File: config.mk
export PLATFORM = sky130hd
export DESIGN_NAME = inpwr_qualifier
export DESIGN_NICKNAME = d
export VERILOG_FILES = /design/src/rtl/pq_pkg.sv /design/src/rtl/pq_deglitch.sv /design/src/rtl/pq_status.sv /design/src/rtl/inpwr_qualifier.sv
export SDC_FILE = /design/constraint.sdc
export NUM_CORES = 1
export LEC_CHECK = 0
export ABC_AREA = 0
export CAP_MARGIN = 10
export CORE_MARGIN = 4
export CORE_UTILIZATION = 65
export DETAILED_ROUTE_END_ITERATION = 8
export HOLD_SLACK_MARGIN = 0.12
export PLACE_DENSITY = 0.83
export RECOVER_POWER = 25
export SYNTH_ARGS = -nofsm -noshare
export SYNTH_HDL_FRONTEND = slang
export SYNTH_SLANG_ARGS = --single-unit
File: constraint.sdc
create_clock -name clk -period 7.7 [get_ports clk]
set_input_delay 1.54 -clock clk [delete_from_list [all_inputs] [get_ports clk]]
set_output_delay 1.54 -clock clk [all_outputs]
set_load 0.05 [all_outputs]
File: src/rtl/pq_pkg.sv
package pq_pkg;

   // filtered comparator flags handed from the filters to the status logic
   typedef struct packed {
      logic uv_ok;   // input above lockout, deglitched
      logic bat_ok;  // input above battery plus margin, deglitched
      logic ovp;     // input above overvoltage level, deglitched
   } pq_flags_t;

   function automatic int pq_max4(input int a, input int b, input int c, input int d);
      int m;
      m = a;
      if (b > m) m = b;
      if (c > m) m = c;
      if (d > m) m = d;
      return m;
   endfunction

endpackage

File: src/rtl/pq_deglitch.sv
module pq_deglitch
   import pq_pkg::*;
#(
   parameter int RISE_EN  = 1,   // ticks for 0->1 while enabled
   parameter int RISE_DIS = 1,   // ticks for 0->1 while disabled
   parameter int FALL_EN  = 1,   // ticks for 1->0 while enabled
   parameter int FALL_DIS = 1,   // ticks for 1->0 while disabled
   parameter bit INIT     = 1'b0
) (
   input  logic clk,
   input  logic rst_n,
   input  logic clr,
   input  logic tick,
   input  logic en,
   input  logic raw,
   output logic filt
);

   localparam int MAXD = pq_max4(RISE_EN, RISE_DIS, FALL_EN, FALL_DIS);
   localparam int CW   = (MAXD < 2) ? 1 : $clog2(MAXD + 1);
   localparam int CW1  = CW + 1;

   initial begin
      assert (RISE_EN >= 0 && RISE_DIS >= 0 && FALL_EN >= 0 && FALL_DIS >= 0)
         else $error("pq_deglitch: negative delay");
      assert (MAXD < (1 << 24))
         else $error("pq_deglitch: delay too large");
   end

   generate
      if (MAXD == 0) begin : g_pass
         // every delay is zero: one register stage, nothing to count
         logic unused_inputs;
         assign unused_inputs = ^{tick, en};
         always_ff @(posedge clk) begin
            if (!rst_n)   filt <= INIT;
            else if (clr) filt <= INIT;
            else          filt <= raw;
         end
      end else begin : g_count
         logic [CW-1:0] cnt;
         logic [CW-1:0] need;
         logic          expire;

         always_comb begin
            if (raw) need = en ? CW'(RISE_EN) : CW'(RISE_DIS);
            else     need = en ? CW'(FALL_EN) : CW'(FALL_DIS);
            expire = (need == '0) ||
                     (tick && (({1'b0, cnt} + CW1'(1)) >= {1'b0, need}));
         end

         always_ff @(posedge clk) begin
            if (!rst_n) begin
               filt <= INIT;
               cnt  <= '0;
            end else if (clr) begin
               filt <= INIT;
               cnt  <= '0;
            end else if (raw == filt) begin
               cnt  <= '0;               // reverted: restart next time
            end else if (expire) begin
               filt <= raw;
               cnt  <= '0;
            end else if (tick) begin
               cnt  <= cnt + CW'(1);
            end
         end

         // no tick, nonzero delay -> filtered value holds
         a_r11_no_tick: assert property (@(posedge clk) disable iff (!rst_n)
            (!clr && !tick && raw != filt && need != '0) |=> $stable(filt));
      end
   endgenerate

   // agreement between raw and filtered value keeps the output
   a_r10_hold: assert property (@(posedge clk) disable iff (!rst_n)
      (!clr && raw == filt) |=> $stable(filt));

   // output only ever moves toward the sampled raw value
   a_r10_target: assert property (@(posedge clk) disable iff (!rst_n)
      !clr |=> (filt == $past(filt) || filt == $past(raw)));

   // clear forces the initial value
   a_r9_clear: assert property (@(posedge clk) disable iff (!rst_n)
      clr |=> (filt == INIT));

endmodule

File: src/rtl/pq_status.sv
module pq_status
   import pq_pkg::*;
(
   input  pq_flags_t flg,
   output logic      pwr_good,
   output logic      ovp_fault,
   output logic      supply_ok
);

   always_comb begin
      supply_ok = flg.uv_ok & ~flg.ovp;
      pwr_good  = flg.uv_ok & flg.bat_ok & ~flg.ovp;
      ovp_fault = flg.uv_ok & flg.ovp;
   end

endmodule

File: src/rtl/inpwr_qualifier.sv
module inpwr_qualifier
   import pq_pkg::*;
#(
   parameter int UV_RISE_US      = 230,
   parameter int BAT_RISE_US     = 500,
   parameter int BAT_FALL_EN_US  = 32000,
   parameter int BAT_FALL_DIS_US = 0,
   parameter int OVP_RISE_EN_US  = 100,
   parameter int OVP_RISE_DIS_US = 0,
   parameter int OVP_FALL_EN_US  = 450,
   parameter int OVP_FALL_DIS_US = 500
) (
   input  logic clk,
   input  logic rst_n,
   input  logic tick_us,
   input  logic chg_en,
   input  logic above_uvlo,
   input  logic above_bat,
   input  logic above_ovp,
   output logic pwr_good,
   output logic ovp_fault,
   output logic supply_ok
);

   pq_flags_t flg;
   logic      hold_clr;

   // everything except the lockout filter is held cleared below lockout
   assign hold_clr = ~above_uvlo;

   pq_deglitch #(
      .RISE_EN(UV_RISE_US), .RISE_DIS(UV_RISE_US),
      .FALL_EN(0),          .FALL_DIS(0),
      .INIT(1'b0)
   ) u_uv (
      .clk(clk), .rst_n(rst_n), .clr(1'b0), .tick(tick_us), .en(chg_en),
      .raw(above_uvlo), .filt(flg.uv_ok)
   );

   pq_deglitch #(
      .RISE_EN(BAT_RISE_US),    .RISE_DIS(BAT_RISE_US),
      .FALL_EN(BAT_FALL_EN_US), .FALL_DIS(BAT_FALL_DIS_US),
      .INIT(1'b0)
   ) u_bat (
      .clk(clk), .rst_n(rst_n), .clr(hold_clr), .tick(tick_us), .en(chg_en),
      .raw(above_bat), .filt(flg.bat_ok)
   );

   pq_deglitch #(
      .RISE_EN(OVP_RISE_EN_US), .RISE_DIS(OVP_RISE_DIS_US),
      .FALL_EN(OVP_FALL_EN_US), .FALL_DIS(OVP_FALL_DIS_US),
      .INIT(1'b0)
   ) u_ovp (
      .clk(clk), .rst_n(rst_n), .clr(hold_clr), .tick(tick_us), .en(chg_en),
      .raw(above_ovp), .filt(flg.ovp)
   );

   pq_status u_stat (
      .flg(flg), .pwr_good(pwr_good), .ovp_fault(ovp_fault), .supply_ok(supply_ok)
   );

   // lockout drops every output on the next edge
   a_r8_uv_drop: assert property (@(posedge clk) disable iff (!rst_n)
      !above_uvlo |=> (!pwr_good && !supply_ok && !ovp_fault));

   // disabled overvoltage entry is immediate
   a_r4_ovp_now: assert property (@(posedge clk) disable iff (!rst_n)
      (flg.uv_ok && above_uvlo && !chg_en && above_ovp) |=> ovp_fault);

   // disabled sleep entry drops power-good at once
   a_r6_sleep_now: assert property (@(posedge clk) disable iff (!rst_n)
      (!chg_en && $fell(above_bat)) |=> !pwr_good);

   // fault excludes the supply gate
   a_r4_fault_gates: assert property (@(posedge clk) disable iff (!rst_n)
      ovp_fault |-> (!supply_ok && !pwr_good));

endmodule

==> After elaboration in Yosys (flattened, before gate mapping) <==
Index checks and enable logic that the tools add are counted.
{ "word_totals": {"input_bits": 7, "ff_bits": 35} }
{ "op_classes": {"reduce_logical": 16, "n_bitwise": 10, "n_eq_ne": 3, "n_mux": 6, "add_sub_neg": 6, "n_lt_le_gt_ge": 3} }
{ "ops": {"columns": ["cell", "n"], "rows": [
  ["$mux 15", 2],
  ["$add 15x1->16 const B", 1],
  ["$ge 16x15->1", 1],
  ["$add 15x1->15 const B", 1],
  ["$logic_not 15->1", 1],
  ["$add 9x1->10 const B", 1],
  ["$ge 10x9->1", 1],
  ["$add 8x1->9 const B", 1],
  ["$add 9x1->9 const B", 1],
  ["$ge 9x8->1", 1],
  ["$logic_not 9->1", 1],
  ["$mux 9", 1],
  ["$add 8x1->8 const B", 1],
  ["$logic_not 8->1", 1],
  ["$mux 8", 1],
  ["$reduce_and 2->1", 4],
  ["$reduce_or 4->1", 2],
  ["$mux 7", 1],
  ["$mux 6", 1],
  ["$not 1->1", 6],
  ["$and 1x1->1", 4],
  ["$eq 1x1->1", 3],
  ["$logic_and 1x1->1", 3],
  ["$logic_or 1x1->1", 3],
  ["$reduce_or 3->1", 1]
]} }

==> Logic depth before layout (Yosys ltp) <==
{ "logic_depth": {"depth_word": 6, "ltp_mapped": 13, "ltp_nobuf": 12} }

==> Hierarchy <==
Synthesis repeated with hierarchy kept, for this count alone.
{ "hier_totals": {"cells_unflattened": 331, "area_unflattened_um2": 2847.7} }
{ "modules_own_cells": {"columns": ["module", "n_inst", "area_each_um2", "cells_per_inst"], "rows": [
  ["pq_deglitch (u_bat)", 1, 1260.0, 145],
  ["pq_deglitch (u_ovp)", 1, 834.6, 93],
  ["pq_deglitch (u_uv)", 1, 719.4, 88],
  ["pq_status", 1, 26.3, 3],
  ["inpwr_qualifier", 1, 7.5, 2]
]} }

==> Worst setup path before layout <==
OpenSTA, ideal clock, no wires.
{ "synth_timing": {"path_type": "in2reg", "startpoint": "input chg_en", "endpoint": "register u_ovp.g_count.cnt[6]", "setup_slack_ns": 4.201, "arrival_ns": 3.435, "path_stages": 10, "path_cell_list": "inv_1 -> ha_1 -> ha_1 -> a211oi_1 -> o221ai_1 -> a221oi_2 -> o21ai_1 -> or3_1 -> buf_2 -> nor2_1"} }
{ "synth_between": {"elab_chain_cells": 6} }
{ "synth_rtl": {"columns": ["element", "line_no", "rtl"], "rows": [
  ["start: declaration", "inpwr_qualifier.sv:16", "input logic chg_en,"],
  ["$mux 6 / $mux 7 (equally long branches)", "pq_deglitch.sv:47, pq_deglitch.sv:46", null],
  ["$mux 9 (*)", "pq_deglitch.sv:46", "if (raw) need = en ? CW'(RISE_EN) : CW'(RISE_DIS);"],
  ["$ge 10x9->1", "pq_deglitch.sv:49", "(tick && (({1'b0, cnt} + CW1'(1)) >= {1'b0, need}));"],
  ["$logic_and 1x1->1", "pq_deglitch.sv:49", null],
  ["$logic_or 1x1->1 (*)", "pq_deglitch.sv:48", "expire = (need == '0) ||"],
  ["$reduce_or 4->1 (no source line) (*)", null, null],
  ["end signal: assignment", "pq_deglitch.sv:65", "cnt <= cnt + CW'(1);"],
  ["end: declaration", "pq_deglitch.sv:41", "logic [CW-1:0] cnt;"]
]} }
Every way passes the cells marked *; elsewhere a longest branch is shown, timed or not.
A chain may end at the register's enable or synchronous reset.

==> Worst setup path after layout <==
{ "layout_timing": {"startpoint": "input chg_en", "endpoint": "register u_ovp.g_count.cnt[4]"} }
The elaborated chain is that of the path after synthesis.

==> results.sh <==
export IMPL_status="finished, final reports clean"
export IMPL_final_nets=340
export IMPL_post_cts_setup_buffers=0
export IMPL_drt_drc_violations_left=0
export IMPL_ys_seq_area_share_pct=26.9
export IMPL_r2r_end="u_bat.filt$_SDFFE_PN0P_"
export IMPL_cts_buffers_inserted=5
export IMPL_holdWs_ps=532
export IMPL_path_max_fanout=9
export IMPL_timing_rr_start="u_bat.g_count.cnt[0]$_SDFFE_PP0P_"
export IMPL_drt_first_pass_iters=4
export IMPL_grt_busiest_layer="met2"
export IMPL_use_met1_pct=25.7
export IMPL_tightest_slew_ps=696
export IMPL_htree_num_levels=2
export IMPL_die_w_um=71.3
export IMPL_drv_slew=0
export IMPL_cp_start_kind="input pin"
export IMPL_met3_usage_pct=5.33
export IMPL_ios=10
export IMPL_synth_largest_area_cell="dfxtp_1"
export IMPL_ys_seq_elements=35
export IMPL_io_buffers=9
export IMPL_drtAntennaViolNets=0
export IMPL_ys_warn_count=0
export IMPL_synth_distinct_cells=46
export IMPL_hold_viol=0
export IMPL_routedWlPerCell_um=13.2
export IMPL_final_cells=352
export IMPL_core_area_um2=3770
export IMPL_path_cells="clkdlybuf4s50_1 > inv_1 > ha_1 > ha_1 > a211oi_1 > o221ai_1 > a221oi_2 > o21ai_1 > or3_1 > nor2_1"
export IMPL_drive_gt1_share_pct=9.21
export IMPL_holdPathEnd="u_ovp.filt$_SDFFE_PN0P_"
export IMPL_worst_path_buf_inv=2
export IMPL_cts_buffer_depth=2
export IMPL_area_delta_synth_final_pct=6.40
export IMPL_finalSetupTns_ps=0
export IMPL_leakage_nw=1.19
export IMPL_rows=22
export IMPL_die_area_um2=5080
export IMPL_grt_max_degree=37
export IMPL_rsz0062_at_grt="false"
export IMPL_crit_top_cell="ha_1"
export IMPL_maxSlewHeadroom_pct=53.2
export IMPL_max_freq_ghz=0.245
export IMPL_dieHeight_um=71.3
export IMPL_start_util_pct=69.0
export IMPL_vias=2048
export IMPL_groute_usage_overall_pct=20.0
export IMPL_final_min_clock_period_ps=4090
export IMPL_worstHoldStart="u_ovp.filt$_SDFFE_PN0P_"
export IMPL_p_total_uw=359
export IMPL_cts_root_buf="clkbuf_8"
export IMPL_worstSetupPathType="in -> reg"
export IMPL_cts_hold_buf=0
export IMPL_skew_ps=4.54
export IMPL_drt_iter0_markers=138
export IMPL_syn_inst=299
export IMPL_maxCapViolCount=0
export IMPL_setup_viol=0
export IMPL_yosysTopAreaCellShare_pct=26.9
export IMPL_place_area_um2=2670
export IMPL_cp_end_kind="register"
export IMPL_cp_top_family="compound AO/OA/AOI/OAI gates"
export IMPL_synthFlopType="dfxtp_1"
export IMPL_clkSinkCount=35
export IMPL_use_met2_pct=31.6
export IMPL_first_global_vias=1928
export IMPL_insertedDiodeCount=0
export IMPL_overflow=0
export IMPL_ys_top_cells_by_area="dfxtp_1 27%, ha_1 14%, xor2_1 12%"
export IMPL_timing_hold_worst_class="reg -> reg"
export IMPL_dp_cells=344
export IMPL_crit_arrival_ps=4310
export IMPL_p_per_area_nw_per_um2=130
export IMPL_cp_required_ps=7920
export IMPL_grt_pass1_wl_um=8270
export IMPL_fin_crit_sh_pct=53.1
export IMPL_syn_area_um2=2600
export IMPL_slowest_stage="clkdlybuf4s50_1"
export IMPL_postSynthAreaPerCell_um2=8.70
export IMPL_syn_num_nets=336
export IMPL_hpwl_um=3320
export IMPL_stdcell_area_um2=2770
export IMPL_synth_edf_count=0
export IMPL_finalWirelength_um=4650
export IMPL_cts_tree="done"
export IMPL_clock_latency_ps=290
export IMPL_slowest_delay_ps=590
export IMPL_r2r_cells=12
export IMPL_path_clk_slew_ps=70
export IMPL_r2r_slack_ps=4350
export IMPL_routed_via_density=5.82
export IMPL_cts_resized_gates=0
export IMPL_hold_depth=2
export IMPL_peakVddDrop_v=0.0000935
export IMPL_antenna_found_initial=0
export IMPL_async_flop_share_pct=0
export IMPL_gp_congestion=0.782
synthesized netlist by cell type (5+ instances only):
cell	number
dfxtp_1	35
xor2_1	35
ha_1	30
nand2_1	26
nor2_1	21
nand3_1	17
xnor2_1	17
inv_1	13
nand4_1	10
nor2_2	10
nor3_1	10
and3_1	7
a21oi_1	6
and2_1	6
clkbuf_1	6
buf_6	5
state kept, by name, summed over array words and instances (netlist names):
name / cells
u_uv.g_count.cnt: 8
u_ovp.g_count.cnt: 9
u_uv.filt: 1
u_ovp.filt: 1
u_bat.g_count.cnt: 15
u_bat.filt: 1
cells by family after synthesis:
kind of cell / count (synthesis) / share of synthesized area [%]
compound gates: 36 / 11.0
xor+xnor: 52 / 17.5
fa+ha+maj: 30 / 14.4
buf+inv: 26 / 5.39
flops: 35 / 26.9
mux: 3 / 1.15
simple gates: 117 / 23.6
area by class of cell:
type                            instances  area, um2
Fill cell                             291       1000
Clock buffer                            8        100
Tap cell                               48       60.1
Sequential cell                        35        701
Timing Repair Buffer                   10       97.6
Inverter                               13       48.8
Multi-Input combinational cell        238       1760
worst max-delay path by stage:
stage                   start                           endpoint  depth (start not counted)
floorplan              chg_en  u_ovp.g_count.cnt[6]$_SDFFE_PP0P_                         10
global placement    above_ovp  u_ovp.g_count.cnt[1]$_SDFFE_PP0P_                         10
detailed placement  above_ovp  u_ovp.g_count.cnt[1]$_SDFFE_PP0P_                         10
CTS                 above_ovp  u_ovp.g_count.cnt[1]$_SDFFE_PP0P_                         10
global route        above_ovp  u_ovp.g_count.cnt[5]$_SDFFE_PP0P_                         10
finish                 chg_en  u_ovp.g_count.cnt[4]$_SDFFE_PP0P_                         10
per-layer routing:
metal / up-vias / wire length (um)
li1: 1048 / -
met1: 965 / 2330
met2: 28 / 2100
met3: 7 / 145
met4: 0 / 80
met5: - / 0
through the flow:
step	setup WS, ps	utilization [%]
floorplan	4200	-
global placement	3430	70.7
detailed placement	3330	70.7
CTS	3620	73.4
global route	3450	73.4
finish	3610	73.4
worst register-to-register path, stage by stage (launching register included):
cell	delay [ps]
dfxtp_1	400
ha_1	300
nand4_1	200
nor3_1	630
and3_1	300
xor2_1	160
ha_1	260
inv_1	70
nor2_1	40
a311o_2	350
o21ai_2	220
nor2_1	80
o221a_1	240
placed cells by master (no fill, tap or decap), types with 7 or more instances in the layout:
cell type,synthesis,layout
xor2_1,35,35
dfxtp_1,35,35
ha_1,30,30
nand2_1,26,26
nor2_1,21,21
nand3_1,17,17
xnor2_1,17,17
inv_1,13,13
nand4_1,10,10
nor3_1,10,10
nor2_2,10,10
and3_1,7,7
clkbuf_8,0,7
power by group:
part	internal, mW	total [mW]	switching, mW
Sequential	0.182	0.183	0.00116
Clock	0.0816	0.145	0.0635
Combinational	0.0121	0.0307	0.0185
No activity file was read; power rests on OpenSTA's default activity.
